**config.mk**
```make
export PLATFORM = sky130hd
export DESIGN_NAME = atr_ts_conv
export DESIGN_NICKNAME = d
export VERILOG_FILES = /design/src/rtl/atr_ts_pkg.sv /design/src/rtl/atr_inv_map.sv /design/src/rtl/atr_par_chk.sv /design/src/rtl/atr_ts_ctrl.sv /design/src/rtl/atr_ts_conv.sv
export SDC_FILE = /design/constraint.sdc
export NUM_CORES = 1
export LEC_CHECK = 0
export BUFFER_PORTS_ARGS = -buffer_cell sky130_fd_sc_hd__buf_2
export CAP_MARGIN = 20
export CORE_MARGIN = 2
export CORE_UTILIZATION = 23
export CTS_CLUSTER_DIAMETER = 60
export CTS_CLUSTER_SIZE = 16
export DETAILED_ROUTE_END_ITERATION = 10
export PLACE_DENSITY_LB_ADDON = 0.15
export SYNTH_ARGS = -nofsm -noshare
export SYNTH_HDL_FRONTEND = slang
export SYNTH_HIERARCHICAL = 1
export SYNTH_SLANG_ARGS = --single-unit
```
**constraint.sdc**
```tcl
create_clock -name clk_i -period 2.7 [get_ports clk_i]
set_input_delay 0.405 -clock clk_i [delete_from_list [all_inputs] [get_ports clk_i]]
set_output_delay 0.405 -clock clk_i [all_outputs]
set_load 0.02 [all_outputs]
```
**src/rtl/atr_ts_pkg.sv**
```systemverilog
package atr_ts_pkg;
  typedef enum logic [1:0] {
    TS_NONE = 2'd0,
    TS_DIR  = 2'd1,
    TS_INV  = 2'd2,
    TS_BAD  = 2'd3
  } ts_kind_e;
endpackage

```
**src/rtl/atr_inv_map.sv**
```systemverilog
module atr_inv_map #(
  parameter int DATA_W = 8
) (
  input  logic [DATA_W-1:0] data_i,
  input  logic              par_i,
  output logic [DATA_W-1:0] data_o,
  output logic              par_o
);
  // complement plus bit-order reversal
  for (genvar i = 0; i < DATA_W; i++) begin : g_rev
    assign data_o[i] = ~data_i[DATA_W-1-i];
  end
  assign par_o = ~par_i;
endmodule

```
**src/rtl/atr_par_chk.sv**
```systemverilog
module atr_par_chk #(
  parameter int DATA_W = 8
) (
  input  logic [DATA_W-1:0] data_i,
  input  logic              par_i,
  output logic              err_o
);
  // even parity over data and parity bit
  assign err_o = ^{data_i, par_i};
endmodule

```
**src/rtl/atr_ts_ctrl.sv**
```systemverilog
module atr_ts_ctrl
  import atr_ts_pkg::*;
#(
  parameter int                DATA_W   = 8,
  parameter logic [DATA_W-1:0] TS_DIRECT  = 'h3B,
  parameter logic [DATA_W-1:0] TS_INVERSE = 'h03
) (
  input  logic              clk_i,
  input  logic              rst_ni,
  input  logic              arm_i,
  input  logic              byte_vld_i,
  input  logic [DATA_W-1:0] data_i,
  output logic              is_ts_o,
  output logic              cur_inv_o,
  output logic              cur_known_o,
  output logic              known_o,
  output logic              inv_o,
  output logic              bad_o
);
  logic     wait_q, known_q, inv_q, bad_q;
  ts_kind_e kind;

  assign is_ts_o = byte_vld_i & (arm_i | wait_q);

  always_comb begin
    kind = TS_NONE;
    if (is_ts_o) begin
      if (data_i == TS_DIRECT)       kind = TS_DIR;
      else if (data_i == TS_INVERSE) kind = TS_INV;
      else                           kind = TS_BAD;
    end
  end

  // convention that applies to the byte at the input this cycle
  assign cur_known_o = is_ts_o ? (kind == TS_DIR || kind == TS_INV) : (known_q & ~arm_i);
  assign cur_inv_o   = is_ts_o ? (kind == TS_INV) : (inv_q & ~arm_i);

  always_ff @(posedge clk_i or negedge rst_ni) begin
    if (!rst_ni) begin
      wait_q  <= 1'b0;
      known_q <= 1'b0;
      inv_q   <= 1'b0;
      bad_q   <= 1'b0;
    end else begin
      if (arm_i) begin
        wait_q  <= 1'b1;
        known_q <= 1'b0;
        inv_q   <= 1'b0;
        bad_q   <= 1'b0;
      end
      if (is_ts_o) begin
        wait_q  <= 1'b0;
        known_q <= (kind == TS_DIR) || (kind == TS_INV);
        inv_q   <= (kind == TS_INV);
        bad_q   <= (kind == TS_BAD);
      end
    end
  end

  assign known_o = known_q;
  assign inv_o   = inv_q;
  assign bad_o   = bad_q;

  p_dir_ts_r2: assert property (@(posedge clk_i) disable iff (!rst_ni)
    (is_ts_o && data_i == TS_DIRECT) |=> (known_q && !inv_q));
  p_inv_ts_r2: assert property (@(posedge clk_i) disable iff (!rst_ni)
    (is_ts_o && data_i == TS_INVERSE) |=> (known_q && inv_q));
  p_bad_unknown_r8: assert property (@(posedge clk_i) disable iff (!rst_ni)
    bad_q |-> !known_q);
  p_hold_conv_r9: assert property (@(posedge clk_i) disable iff (!rst_ni)
    (known_q && !arm_i) |=> (known_q && inv_q == $past(inv_q)));
  p_arm_clear_r9: assert property (@(posedge clk_i) disable iff (!rst_ni)
    (arm_i && !byte_vld_i) |=> (!known_q && !bad_q && !inv_q));
endmodule

```
**src/rtl/atr_ts_conv.sv**
```systemverilog
module atr_ts_conv #(
  parameter int                DATA_W     = 8,
  parameter logic [DATA_W-1:0] TS_DIRECT  = 'h3B,
  parameter logic [DATA_W-1:0] TS_INVERSE = 'h03
) (
  input  logic              clk_i,
  input  logic              rst_ni,
  input  logic              arm_i,
  input  logic              byte_vld_i,
  input  logic [DATA_W-1:0] data_i,
  input  logic              par_i,
  input  logic              conv_en_i,
  input  logic              par_chk_en_i,
  input  logic              brk_en_i,
  output logic              byte_vld_o,
  output logic [DATA_W-1:0] data_o,
  output logic              par_o,
  output logic              ts_o,
  output logic              conv_known_o,
  output logic              conv_inv_o,
  output logic              par_err_o,
  output logic              brk_req_o,
  output logic              ts_bad_o
);
  logic              is_ts, cur_inv, cur_known, par_bad;
  logic [DATA_W-1:0] inv_data, dir_data, out_data;
  logic              inv_par, dir_par, out_par;
  logic              vld_q, ts_q, perr_q, brk_q, par_q;
  logic [DATA_W-1:0] data_q;

  atr_ts_ctrl #(
    .DATA_W(DATA_W), .TS_DIRECT(TS_DIRECT), .TS_INVERSE(TS_INVERSE)
  ) u_ctrl (
    .clk_i, .rst_ni, .arm_i, .byte_vld_i, .data_i,
    .is_ts_o(is_ts), .cur_inv_o(cur_inv), .cur_known_o(cur_known),
    .known_o(conv_known_o), .inv_o(conv_inv_o), .bad_o(ts_bad_o)
  );

  atr_inv_map #(.DATA_W(DATA_W)) u_map (
    .data_i, .par_i, .data_o(inv_data), .par_o(inv_par)
  );

  // parity is judged in direct form even if rewriting is off
  assign dir_data = cur_inv ? inv_data : data_i;
  assign dir_par  = cur_inv ? inv_par  : par_i;

  atr_par_chk #(.DATA_W(DATA_W)) u_par (
    .data_i(dir_data), .par_i(dir_par), .err_o(par_bad)
  );

  assign out_data = (cur_inv && conv_en_i) ? inv_data : data_i;
  assign out_par  = (cur_inv && conv_en_i) ? inv_par  : par_i;

  always_ff @(posedge clk_i or negedge rst_ni) begin
    if (!rst_ni) begin
      vld_q  <= 1'b0;
      ts_q   <= 1'b0;
      perr_q <= 1'b0;
      brk_q  <= 1'b0;
      data_q <= '0;
      par_q  <= 1'b0;
    end else begin
      vld_q  <= byte_vld_i;
      ts_q   <= is_ts;
      perr_q <= is_ts & cur_known & par_chk_en_i & par_bad;
      brk_q  <= is_ts & cur_known & par_chk_en_i & par_bad & brk_en_i;
      if (byte_vld_i) begin
        data_q <= out_data;
        par_q  <= out_par;
      end
    end
  end

  assign byte_vld_o = vld_q;
  assign ts_o       = ts_q;
  assign par_err_o  = perr_q;
  assign brk_req_o  = brk_q;
  assign data_o     = data_q;
  assign par_o      = par_q;

  p_vld_pulse_r10: assert property (@(posedge clk_i) disable iff (!rst_ni)
    byte_vld_o |-> $past(byte_vld_i));
  p_hold_data_r10: assert property (@(posedge clk_i) disable iff (!rst_ni)
    !byte_vld_i |=> $stable(data_o));
  p_perr_ts_only_r6: assert property (@(posedge clk_i) disable iff (!rst_ni)
    par_err_o |-> (ts_o && conv_known_o));
  p_perr_enable_r6: assert property (@(posedge clk_i) disable iff (!rst_ni)
    par_err_o |-> $past(par_chk_en_i));
  p_brk_follows_r7: assert property (@(posedge clk_i) disable iff (!rst_ni)
    brk_req_o |-> (par_err_o && $past(brk_en_i)));
endmodule

```
# Yosys cells after proc, flatten, opt, wreduce, memory -nomap -nowiden
# Index checks and enable logic that the tools add are counted.
dict set report word_totals {
  output_inout_bits 16
  ff_bits 17
  input_bits 16
}
dict set report classes {
  muxes 15
  bitwise 18
  n_eq_ne 5
  n_reduce_logical 4
}
# op count
set op_table {}
lappend op_table {{$mux W8} 2}
lappend op_table {{$mux W1} 11}
lappend op_table {{$not A1 Y1} 10}
lappend op_table {{$reduce_xor A9 Y1} 1}
lappend op_table {{$eq A8 B2 Y1 const B} 1}
lappend op_table {{$eq A8 B6 Y1 const B} 1}
lappend op_table {{$and A1 B1 Y1} 7}
lappend op_table {{$eq A2 B2 Y1 const B} 2}
lappend op_table {{$mux W2} 2}
lappend op_table {{$eq A2 B1 Y1 const B} 1}
lappend op_table {{$reduce_bool A2 Y1} 1}
lappend op_table {{$logic_and A1 B1 Y1} 1}
lappend op_table {{$logic_or A1 B1 Y1} 1}
lappend op_table {{$or A1 B1 Y1} 1}

# Depth between registers and ports, before layout
# Gate-level depths: netlist of the first run.
dict set report depth {
  depth_word 11
  mapped_depth 12
  depth_no_buf 10
}

# Cells and area by module
# Netlist of the first run, hierarchy kept.
# mod cells_per_inst seq_area_each_um2 n_inst area_each_um2
set by_module_without_submodules {}
lappend by_module_without_submodules {atr_ts_conv 67 325.3 1 726.9}
lappend by_module_without_submodules {atr_ts_ctrl 25 100.1 1 280.3}
lappend by_module_without_submodules {atr_par_chk 7 0.0 1 82.6}
lappend by_module_without_submodules {atr_inv_map 9 0.0 1 33.8}

# Least setup slack after synthesis of the first run
# OpenSTA, ideal clock, no wires.
dict set report synth_timing {
  path_kind {input -> register}
  startpoint {input data_i[7]}
  endpoint {register brk_q, in the netlist brk_req_o}
  setup_time_ns 0.119
  slack_ns -0.263
  arrival_time_ns 2.844
  cell_stages 12
  path_buffers 2
  t_required_ns 2.581
  cell_sequence {nor4bb_1 > a41oi_1 > ha_1 > mux2_2 > buf_6 > buf_4 > mux2_2 > xnor2_1 > xnor3_1 > xnor2_1 > and4_1 > and2_1}
}
dict set report synth_between {
  word_cells_on_any_way 18
}
# element line_no
set synth_rtl {}
lappend synth_rtl {{start, declared} atr_ts_conv.sv:10} ;# input logic [DATA_W-1:0] data_i,
lappend synth_rtl {{$eq A8 B2 Y1} atr_ts_ctrl.sv:29} ;# else if (data_i == TS_INVERSE) kind = TS_INV;
lappend synth_rtl {{$mux W1} atr_ts_ctrl.sv:29}
lappend synth_rtl {{$mux W2 (*)} atr_ts_ctrl.sv:28} ;# if (data_i == TS_DIRECT) kind = TS_DIR;
lappend synth_rtl {{$mux W2 (*)} atr_ts_ctrl.sv:27} ;# if (is_ts_o) begin
lappend synth_rtl {{$eq A2 B2 Y1 (*)} atr_ts_ctrl.sv:36} ;# assign cur_inv_o = is_ts_o ? (kind == TS_INV) : (inv_q & ~arm_i);
lappend synth_rtl {{$mux W1 (*)} atr_ts_ctrl.sv:36}
lappend synth_rtl {{named net cur_inv} atr_ts_conv.sv:25} ;# logic is_ts, cur_inv, cur_known, par_bad;
lappend synth_rtl {{$mux W8 (*)} atr_ts_conv.sv:44} ;# assign dir_data = cur_inv ? inv_data : data_i;
lappend synth_rtl {{named net dir_data[6]} atr_ts_conv.sv:26} ;# logic [DATA_W-1:0] inv_data, dir_data, out_data;
lappend synth_rtl {{$reduce_xor A9 Y1 (*)} atr_par_chk.sv:9} ;# assign err_o = ^{data_i, par_i};
lappend synth_rtl {{named net par_bad} atr_ts_conv.sv:25}
lappend synth_rtl {{$and A1 B1 Y1 (*) (2 in a row)} atr_ts_conv.sv:66} ;# brk_q <= is_ts & cur_known & par_chk_en_i & par_bad & brk_en_i;
lappend synth_rtl {{end signal, assigned} atr_ts_conv.sv:66}
lappend synth_rtl {{end, declared} atr_ts_conv.sv:28} ;# logic vld_q, ts_q, perr_q, brk_q, par_q;
# Mark *: on every way through the listed nets, which the timed path passes. The rest lies on a longest branch.
# A chain may end at the register's enable or synchronous reset.

# Worst setup path in the final report of the first run
dict set report layout_timing {
  startpoint {input data_i[6]}
  endpoint {register brk_q, in the netlist brk_req_o}
}
# Same word-level chain as after synthesis.

==> flow_metrics.env, run 1 <==
export IMPL_skew_ps=1.44
export IMPL_cts_path_max_buffers=2
export IMPL_fin_crit_ps=2690
export IMPL_coreArea_mm2=0.00472
export IMPL_synthTopCellsByArea="dfrtp_1 (38%), mux2_2 (14%), a21bo_2 (6.2%), a31oi_1 (5.6%), nand3_1 (4.0%)"
export IMPL_rsz0062_at_grt="yes"
export IMPL_dp_hpwl_um=2280
export IMPL_end_kind="flip-flop"
export IMPL_largest_register_ffs=8
export IMPL_slew_viol_final=0
export IMPL_critPathMaxFanout=9
export IMPL_fp_dieH_um=73.9
export IMPL_clk_pin_slew_ps=70
export IMPL_grt_pass1_vias=972
export IMPL_slowest_delay_ps=420
export IMPL_drt_initial_drc_count=66
export IMPL_relSlewSlack_pct=73.2
export IMPL_combPwrFrac_pct=33.0
export IMPL_clock_latency_ps=250
export IMPL_fin_crit_sh_pct=99.6
export IMPL_p_int_uw=498
export IMPL_final_area_mm2=0.00154
export IMPL_hold_path_class="in -> async"
export IMPL_avgViaCountPerCell=4.21
export IMPL_first_pass_iters=4
export IMPL_path_delay_family="XOR/XNOR gates"
export IMPL_grt_max_degree=21
export IMPL_sequentialPowerShare_pct=40.3
export IMPL_p_leak_uw=0.000764
export IMPL_synth_largest_area_cell="dfrtp_1"
export IMPL_synth_top_area_share_pct=37.9
export IMPL_pwr_share_clk_pct=26.8
export IMPL_fp_row_count=25
export IMPL_total_power_uw=711
export IMPL_num_fill_cells=503
export IMPL_async_reset_ff_share_pct=100
export IMPL_cts_sinks=17
export IMPL_grt_total_usage_pct=10.6
export IMPL_finalSetupViolations=0
export IMPL_cp_cell_sequence="buf_2, nor4bb_4, a41oi_2, ha_2, mux2_4, mux2_2, xnor2_2, xnor3_1, xnor2_1, and4_1, and2_1"
export IMPL_drive_gt1_share_pct=53.5
export IMPL_cts_buffers=3
export IMPL_vias=934
export IMPL_hold_violations=0
export IMPL_multi_input_area_um2=654
export IMPL_antenna_left=0
export IMPL_place_gp_congestion=0.668
export IMPL_outcome="completed"
export IMPL_start_util_pct=23.8
export IMPL_dp_cells=217
export IMPL_overflow=0
export IMPL_cts_tree="done"
export IMPL_grt_pass1_wl_um=4490
export IMPL_syn_num_nets=126
export IMPL_synth_most_common_cell="dfrtp_1"
export IMPL_nNetsFinal=174
export IMPL_yosysUniqueCellTypes=25
export IMPL_cts_max_level=1
export IMPL_syn_area_mm2=0.00112
export IMPL_num_antenna_cells=0
export IMPL_yosysSeqAreaShare_pct=37.9
export IMPL_slowest_stage="xnor3_1"
export IMPL_port_buffers=31
export IMPL_synth_flop_cell="dfrtp_1"
export IMPL_avgRoutedWirePerCell_um=12.0
export IMPL_die_area_mm2=0.00546
export IMPL_required_ps=2890
export IMPL_wl_um=2670
export IMPL_fmax_mhz=372
export IMPL_synth_top_cells_by_count="dfrtp_1 (17), mux2_2 (14), nor2_1 (12)"
export IMPL_irDropWorstVdd_mv=0.152
export IMPL_dpl_cell_area_mm2=0.00145
export IMPL_power_per_cell_area_mw_per_mm2=461
export IMPL_seq_area_um2=425
export IMPL_r2r_end="brk_req_o"
export IMPL_die_w_um=73.9
export IMPL_ys_ff_latch=17
export IMPL_arrival_ps=2880
export IMPL_power_switching_uw=213
export IMPL_final_cells=222
export IMPL_path_buf_inv=1
export IMPL_synth_edf_count=0
export IMPL_synthCells=108
export IMPL_tightestPinTransition_ps=402
export IMPL_io_pins=32
export IMPL_root_buffer="clkbuf_8"
export IMPL_reg2reg_slack_ps=50
export IMPL_cp_start_kind="input port"
export IMPL_rr_startpoint="u_ctrl/wait_q"
export IMPL_yosysWarnings=6
export IMPL_synth_avg_cell_area_um2=10.4
export IMPL_post_route_drc_count=0
export IMPL_antenna_found_initial=0
export IMPL_drv_cap=0
export IMPL_crit_type="in -> reg"
export IMPL_r2r_cells=10
export IMPL_switching_share_pct=29.9
export IMPL_area_growth_pct=37.4
metal layers:
metal  track usage, %  share of wire [%]
met4             3.64                1.1
met5                0                  0
met3             1.37                2.8
met2             17.8                 48
met1             14.0                 48
cell type report:
class                      instances  area share (%)
multi-input combinational         74            42.4
sequential                        17            27.6
timing repair buffer              50            19.3
tap                               67            5.43
clock buffer                       4            2.92
inverter                          10            2.43
power by group through the flow:
stage          Sequential, uW  Combinational, uW  Clock, uW
2_1_floorplan             317                123          0
3_3_place_gp              291                226          0
3_5_place_dp              292                229          0
4_1_cts                   287                231        196
5_1_grt                   289                257        209
6_report                  286                234        190
repair_timing:
action                                  CTS  global route
buffers inserted                          0             1
gates resized for setup                   1             4
endpoints found under the setup margin    1             1
pin swaps                                 1             1
hold buffers                              0             0
logic make-up (layout without fill, tap and decap cells):
kind of cell	after synthesis	after routing	synth area share (%)
DFF	17	17	37.9
xor gates and xnor gates	7	7	7.35
and+or+nand+nor	29	29	13.3
adders and majority gates	2	2	2.23
AOI/OAI and AO/OA	22	22	16.6
buffers and inverters	17	64	8.69
muxes	14	14	14.0
how the worst max path moves through the flow:
stage                          from  cells past startpoint   endpoint  slack (ps)
after global routing      data_i[7]                     11  brk_req_o         -80
final                     data_i[6]                     11  brk_req_o          10
after global placement    data_i[5]                     11  brk_req_o        -230
after floorplan           data_i[6]                     12  brk_req_o        -200
after detailed placement  data_i[6]                     11  brk_req_o        -300
after CTS                 data_i[6]                     11  brk_req_o         -30
per-stage QoR:
| step | TNS, ps | setup slack, ps | utilization [%] | hold WS [ps] |
|---|---|---|---|---|
| after floorplan | -282 | -201 | - | 109 |
| after global placement | -340 | -231 | 30.8 | 347 |
| after detailed placement | -481 | -298 | 30.8 | 359 |
| after CTS | -25.9 | -25.9 | 31.9 | 88.8 |
| after global routing | -79.6 | -79.6 | 32.7 | 106 |
| final | 0 | 10.6 | 32.7 | 76.2 |
cells in the final DEF, fill, tap and decap left out:
cell type	Yosys	final
ha_1	2	1
a41oi_2	0	1
a21bo_1	2	2
a31o_2	1	1
nor4bb_4	0	1
clkbuf_8	0	3
inv_1	10	10
ha_2	0	1
buf_2	3	31
and4_1	1	1
a21bo_2	7	7
xnor2_2	1	3
mux2_4	0	2
nand3_1	9	9
o21ai_4	1	1
buf_4	1	19
a31oi_1	10	10
xnor3_1	1	1
xor2_1	1	1
nor4b_2	0	1
nor2b_1	4	4
and2_1	1	1
dfrtp_1	17	17
nor2_1	12	12
clkbuf_1	0	1
xnor2_1	4	2
mux2_2	14	12
Power figures use the tool's default switching activity.
==> run 2: changes to the inputs <==
- BUFFER_PORTS_ARGS: -buffer_cell sky130_fd_sc_hd__buf_2 -> not set
- DONT_BUFFER_PORTS: not set -> 1
==> flow_metrics.env, run 2 (synthesis gave the netlist of run 1 again) <==
export IMPL_outcome="completed"
export IMPL_post_route_drc_count=0
export IMPL_cp_start_kind="flip-flop"
export IMPL_area_growth_pct=17.0
export IMPL_coreArea_mm2=0.00472
export IMPL_cts_tree="done"
export IMPL_fmax_mhz=375
export IMPL_cp_cell_sequence="o21ai_4, a41oi_2, ha_2, mux2_4, mux2_2, xnor2_2, xnor3_1, xnor2_1, and4_1, and2_1"
export IMPL_p_int_uw=469
export IMPL_grt_pass1_wl_um=4240
export IMPL_nNetsFinal=134
export IMPL_combPwrFrac_pct=22.8
export IMPL_cts_path_max_buffers=2
export IMPL_seq_area_um2=425
export IMPL_required_ps=2900
export IMPL_irDropWorstVdd_mv=0.168
export IMPL_dpl_cell_area_mm2=0.00123
export IMPL_die_w_um=73.9
export IMPL_port_buffers=0
export IMPL_grt_pass1_vias=794
export IMPL_vias=804
export IMPL_dp_hpwl_um=2070
export IMPL_root_buffer="clkbuf_8"
export IMPL_wl_um=2670
export IMPL_antenna_found_initial=0
export IMPL_grt_max_degree=22
export IMPL_antenna_left=0
export IMPL_path_buf_inv=0
export IMPL_slowest_stage="xnor3_1"
export IMPL_clock_latency_ps=250
export IMPL_reg2reg_slack_ps=30
export IMPL_rsz0062_at_grt="yes"
export IMPL_io_pins=32
export IMPL_skew_ps=0.631
export IMPL_critPathMaxFanout=8
export IMPL_end_kind="flip-flop"
export IMPL_cts_max_level=1
export IMPL_multi_input_area_um2=646
export IMPL_pwr_share_clk_pct=29.4
export IMPL_path_delay_family="XOR/XNOR gates"
export IMPL_pre_cts_slack_ps=-211
export IMPL_largest_register_ffs=8
export IMPL_num_antenna_cells=0
export IMPL_power_switching_uw=191
export IMPL_grt_total_usage_pct=10.4
export IMPL_slew_viol_final=0
export IMPL_finalSetupViolations=0
export IMPL_die_area_mm2=0.00546
export IMPL_crit_type="reg -> reg"
export IMPL_layout_commonest_cell="dfrtp_1"
export IMPL_drt_initial_drc_count=39
export IMPL_first_pass_iters=4
export IMPL_switching_share_pct=29.0
export IMPL_arrival_ps=2860
export IMPL_slowest_delay_ps=430
export IMPL_relSlewSlack_pct=45.3
export IMPL_hold_path_class="in -> reg"
export IMPL_avgViaCountPerCell=4.42
export IMPL_sequentialPowerShare_pct=47.8
export IMPL_avgRoutedWirePerCell_um=14.7
export IMPL_finalWorstSetupSlack_ps=32.3
export IMPL_clk_pin_slew_ps=70
export IMPL_fin_crit_ps=2670
export IMPL_final_area_mm2=0.00132
export IMPL_fin_crit_sh_pct=98.8
export IMPL_hold_slack_ps=177
export IMPL_cts_sinks=17
export IMPL_num_fill_cells=499
export IMPL_total_power_uw=660
export IMPL_final_cell_mix="dfrtp_1 (17), mux2_2 (12), nor2_1 (12), a31oi_1 (10), inv_1 (10)"
export IMPL_place_gp_congestion=0.739
export IMPL_p_leak_uw=0.000584
export IMPL_tightestPinTransition_ps=818
export IMPL_fp_row_count=25
export IMPL_start_util_pct=23.8
export IMPL_power_per_cell_area_mw_per_mm2=502
export IMPL_hold_violations=0
export IMPL_fp_dieH_um=73.9
export IMPL_overflow=0
export IMPL_drive_gt1_share_pct=36.5
export IMPL_drv_cap=0
export IMPL_cts_buffers=3
export IMPL_setup_tns_ps=0
-- run 2: power groups by stage --
| stage | logic, uW | registers (uW) | clock network [uW] |
|---|---|---|---|
| after detailed placement | 139 | 321 | 0 |
| after floorplan | 123 | 317 | 0 |
| after global placement | 139 | 320 | 0 |
| after global routing | 163 | 319 | 216 |
| after CTS | 146 | 316 | 201 |
| final | 151 | 315 | 194 |
-- run 2: through the flow --
step | utilization (%) | std cells
2_1_floorplan | - | 108
3_3_place_gp | 26.1 | 177
3_5_place_dp | 26.1 | 177
4_1_cts | 27.2 | 182
5_1_grt | 27.8 | 182
6_report | 27.8 | 182
-- run 2: final timing paths --
path                                       to     startpoint  depth (start not counted)
worst max register to register      brk_req_o  u_ctrl/wait_q                         10
min in group asynchronous          byte_vld_o         rst_ni                          1
worst min-delay path               byte_vld_o     byte_vld_i                          0
worst max-delay path                brk_req_o  u_ctrl/wait_q                         10
worst min register to register  u_ctrl/wait_q  u_ctrl/wait_q                          2
max in group asynchronous           data_o[1]         rst_ni                          1
-- run 2: cell type report --
| cell class | instances | share of cell area [%] |
|---|---|---|
| clock buffer | 4 | 3.43 |
| multi-input combinational | 74 | 49.1 |
| sequential | 17 | 32.4 |
| tap | 67 | 6.37 |
| inverter | 10 | 2.85 |
| timing repair buffer | 10 | 5.90 |
-- run 2: what timing repair did --
item,4_1_cts,5_1_grt
setup endpoints to repair,0,1
hold buffers,1,0
buffers inserted,0,0
gates resized for setup,0,4
hold endpoints to repair,17,0
-- run 2: metal layers --
layer	part of all wire [%]	wire length (um)	vias up	GRT usage, %
met5	0	0	-	0
met4	2.2	58	0	6.06
met3	6.5	175	4	2.33
met2	46	1220	26	15.2
met1	46	1220	384	13.9
li1	-	-	390	-
==> run 3: changes to the inputs <==
- CORE_UTILIZATION: 23 -> 55
==> flow_metrics.env, run 3 (synthesis gave the netlist of run 1 again) <==
export IMPL_combPwrFrac_pct=23.8
export IMPL_slowest_stage="dfrtp_1"
export IMPL_fmax_mhz=377
export IMPL_clock_latency_ps=310
export IMPL_top_usage_layer="met2"
export IMPL_gr_usage_met3_pct=6.13
export IMPL_critPathMaxFanout=8
export IMPL_grt_total_usage_pct=21.4
export IMPL_outcome="completed"
export IMPL_grt_util_met2_pct=35.1
export IMPL_worst_path_stages=10
export IMPL_layout_commonest_cell="dfrtp_1"
export IMPL_wl_um=2370
export IMPL_first_pass_iters=4
export IMPL_tightestPinTransition_ps=801
export IMPL_drv_cap=0
export IMPL_rr_startpoint="u_ctrl/wait_q"
export IMPL_die_area_mm2=0.00242
export IMPL_antenna_found_initial=0
export IMPL_grt_pass1_vias=761
export IMPL_pwr_share_clk_pct=24.8
export IMPL_skew_ps=0.992
export IMPL_finalSetupViolations=0
export IMPL_end_kind="flip-flop"
export IMPL_cts_tree="done"
export IMPL_io_pins=32
export IMPL_drt_initial_drc_count=19
export IMPL_cts_buffers=3
export IMPL_largest_register_ffs=8
export IMPL_rsz0062_at_grt="yes"
export IMPL_relSlewSlack_pct=46.4
export IMPL_crit_path_frequent_cell="mux2_4"
export IMPL_fin_crit_sh_pct=98.1
export IMPL_dpl_cell_area_mm2=0.00116
export IMPL_post_route_drc_count=0
export IMPL_power_per_cell_area_mw_per_mm2=498
export IMPL_crit_type="reg -> reg"
export IMPL_p_int_uw=419
export IMPL_cp_start_kind="flip-flop"
export IMPL_fp_dieH_um=49.2
export IMPL_power_switching_uw=196
export IMPL_reg2reg_slack_ps=50
export IMPL_final_area_mm2=0.00124
export IMPL_path_buf_inv=0
export IMPL_vias=796
export IMPL_drive_gt1_share_pct=35.4
export IMPL_die_w_um=49.2
export IMPL_cts_path_max_buffers=2
export IMPL_fin_crit_ps=2650
export IMPL_slowest_delay_ps=410
export IMPL_nNetsFinal=132
export IMPL_final_cell_mix="dfrtp_1 (17), nor2_1 (12), mux2_2 (11), a31oi_1 (10), inv_1 (10)"
export IMPL_place_gp_congestion=0.843
export IMPL_hold_violations=0
export IMPL_avgViaCountPerCell=5.69
export IMPL_r2r_cells=10
export IMPL_total_power_uw=615
export IMPL_grt_pass1_wl_um=3740
export IMPL_num_antenna_cells=0
export IMPL_start_util_pct=57.9
export IMPL_irDropWorstVdd_mv=0.354
export IMPL_path_delay_family="XOR/XNOR gates"
export IMPL_num_fill_cells=161
export IMPL_slew_viol_final=0
export IMPL_avgRoutedWirePerCell_um=17.0
export IMPL_grt_use_met1_pct=25.0
export IMPL_hold_path_class="in -> reg"
export IMPL_area_growth_pct=10.0
export IMPL_overflow=0
export IMPL_clk_pin_slew_ps=110
export IMPL_dp_hpwl_um=1800
export IMPL_switching_share_pct=31.9
export IMPL_crit_end="brk_req_o"
export IMPL_fp_row_count=16
export IMPL_worstSetupStartpoint="u_ctrl/wait_q"
export IMPL_cts_sinks=17
export IMPL_p_leak_uw=0.000569
export IMPL_coreArea_mm2=0.00194
export IMPL_cp_cell_sequence="o21ai_4, a31o_2, ha_2, mux2_4, mux2_4, xnor2_2, xnor3_1, xnor2_1, and4_1, and2_1"
export IMPL_r2r_end="brk_req_o"
export IMPL_required_ps=2920
export IMPL_antenna_left=0
export IMPL_port_buffers=0
export IMPL_cts_max_level=1
export IMPL_hold_depth=0
export IMPL_root_buffer="clkbuf_4"
export IMPL_sequentialPowerShare_pct=51.4
export IMPL_grt_max_degree=22
export IMPL_arrival_ps=2870
==> run 3: changes by cell type in the layout (fill, tap and decap cells not counted), sizes merged <==
cell,before,now
clkinvlp,0,1
clkbuf,4,3
buf,9,7
==> run 3: layout make-up <==
class	instances	area (um^2)	area share, %
Sequential cell	17	425	34.4
Tap cell	27	33.8	2.73
Timing Repair Buffer	8	66.3	5.36
Clock buffer	3	22.5	1.82
Inverter	10	37.5	3.04
Clock inverter	1	7.51	0.607
Multi-Input combinational cell	74	643	52.0
==> run 3: repair_timing <==
action,4_1_cts,5_1_grt
endpoints found under the hold margin,17,0
gates resized for setup,0,5
hold buffers,1,0
endpoints found under the setup margin,0,1
buffers inserted,0,1
==> run 3: power by group through the flow <==
stage | sequential [uW] | combinational, uW | clock (uW)
floorplan | 317 | 123 | 0
global placement | 321 | 128 | 0
detailed placement | 322 | 132 | 0
CTS | 317 | 139 | 158
global route | 319 | 162 | 162
finish | 316 | 146 | 153
==> run 3: how the worst min path moves through the flow <==
stage | from | endpoint | slack (ps)
4_1_cts | byte_vld_i | byte_vld_o | 100
6_report | byte_vld_i | byte_vld_o | 110
5_1_grt | byte_vld_i | byte_vld_o | 90
3_3_place_gp | rst_ni | byte_vld_o | 110
2_1_floorplan | rst_ni | brk_req_o | 110
3_5_place_dp | rst_ni | brk_req_o | 110
==> run 3: worst reg2reg max path: cells and delay by family, from the launching register on <==
family / cells / cell delay [ps]
xor+xnor: 3 / 680
mux: 2 / 640
flops: 1 / 410
simple gates: 2 / 330
compound gates: 2 / 310
fa+ha+maj: 1 / 180
==> run 3: stage by stage <==
| stage | util (%) | hold slack [ps] | instances | setup TNS, ps | setup slack (ps) |
|---|---|---|---|---|---|
| final | 63.7 | 109 | 140 | 0 | 50.2 |
| after global routing | 63.7 | 94.6 | 140 | -117 | -62.8 |
| after CTS | 61.7 | 97.3 | 139 | 0 | 5.60 |
| after detailed placement | 59.7 | 110 | 134 | -189 | -156 |
| after global placement | 59.7 | 110 | 134 | -63.0 | -63.0 |
| after floorplan | - | 109 | 108 | -282 | -201 |
==> run 3: layer usage <==
layer / vias up / wire length, um
li1: 383 / -
met1: 372 / 1000
met2: 34 / 1120
met3: 7 / 176
met4: 0 / 76
met5: - / 0
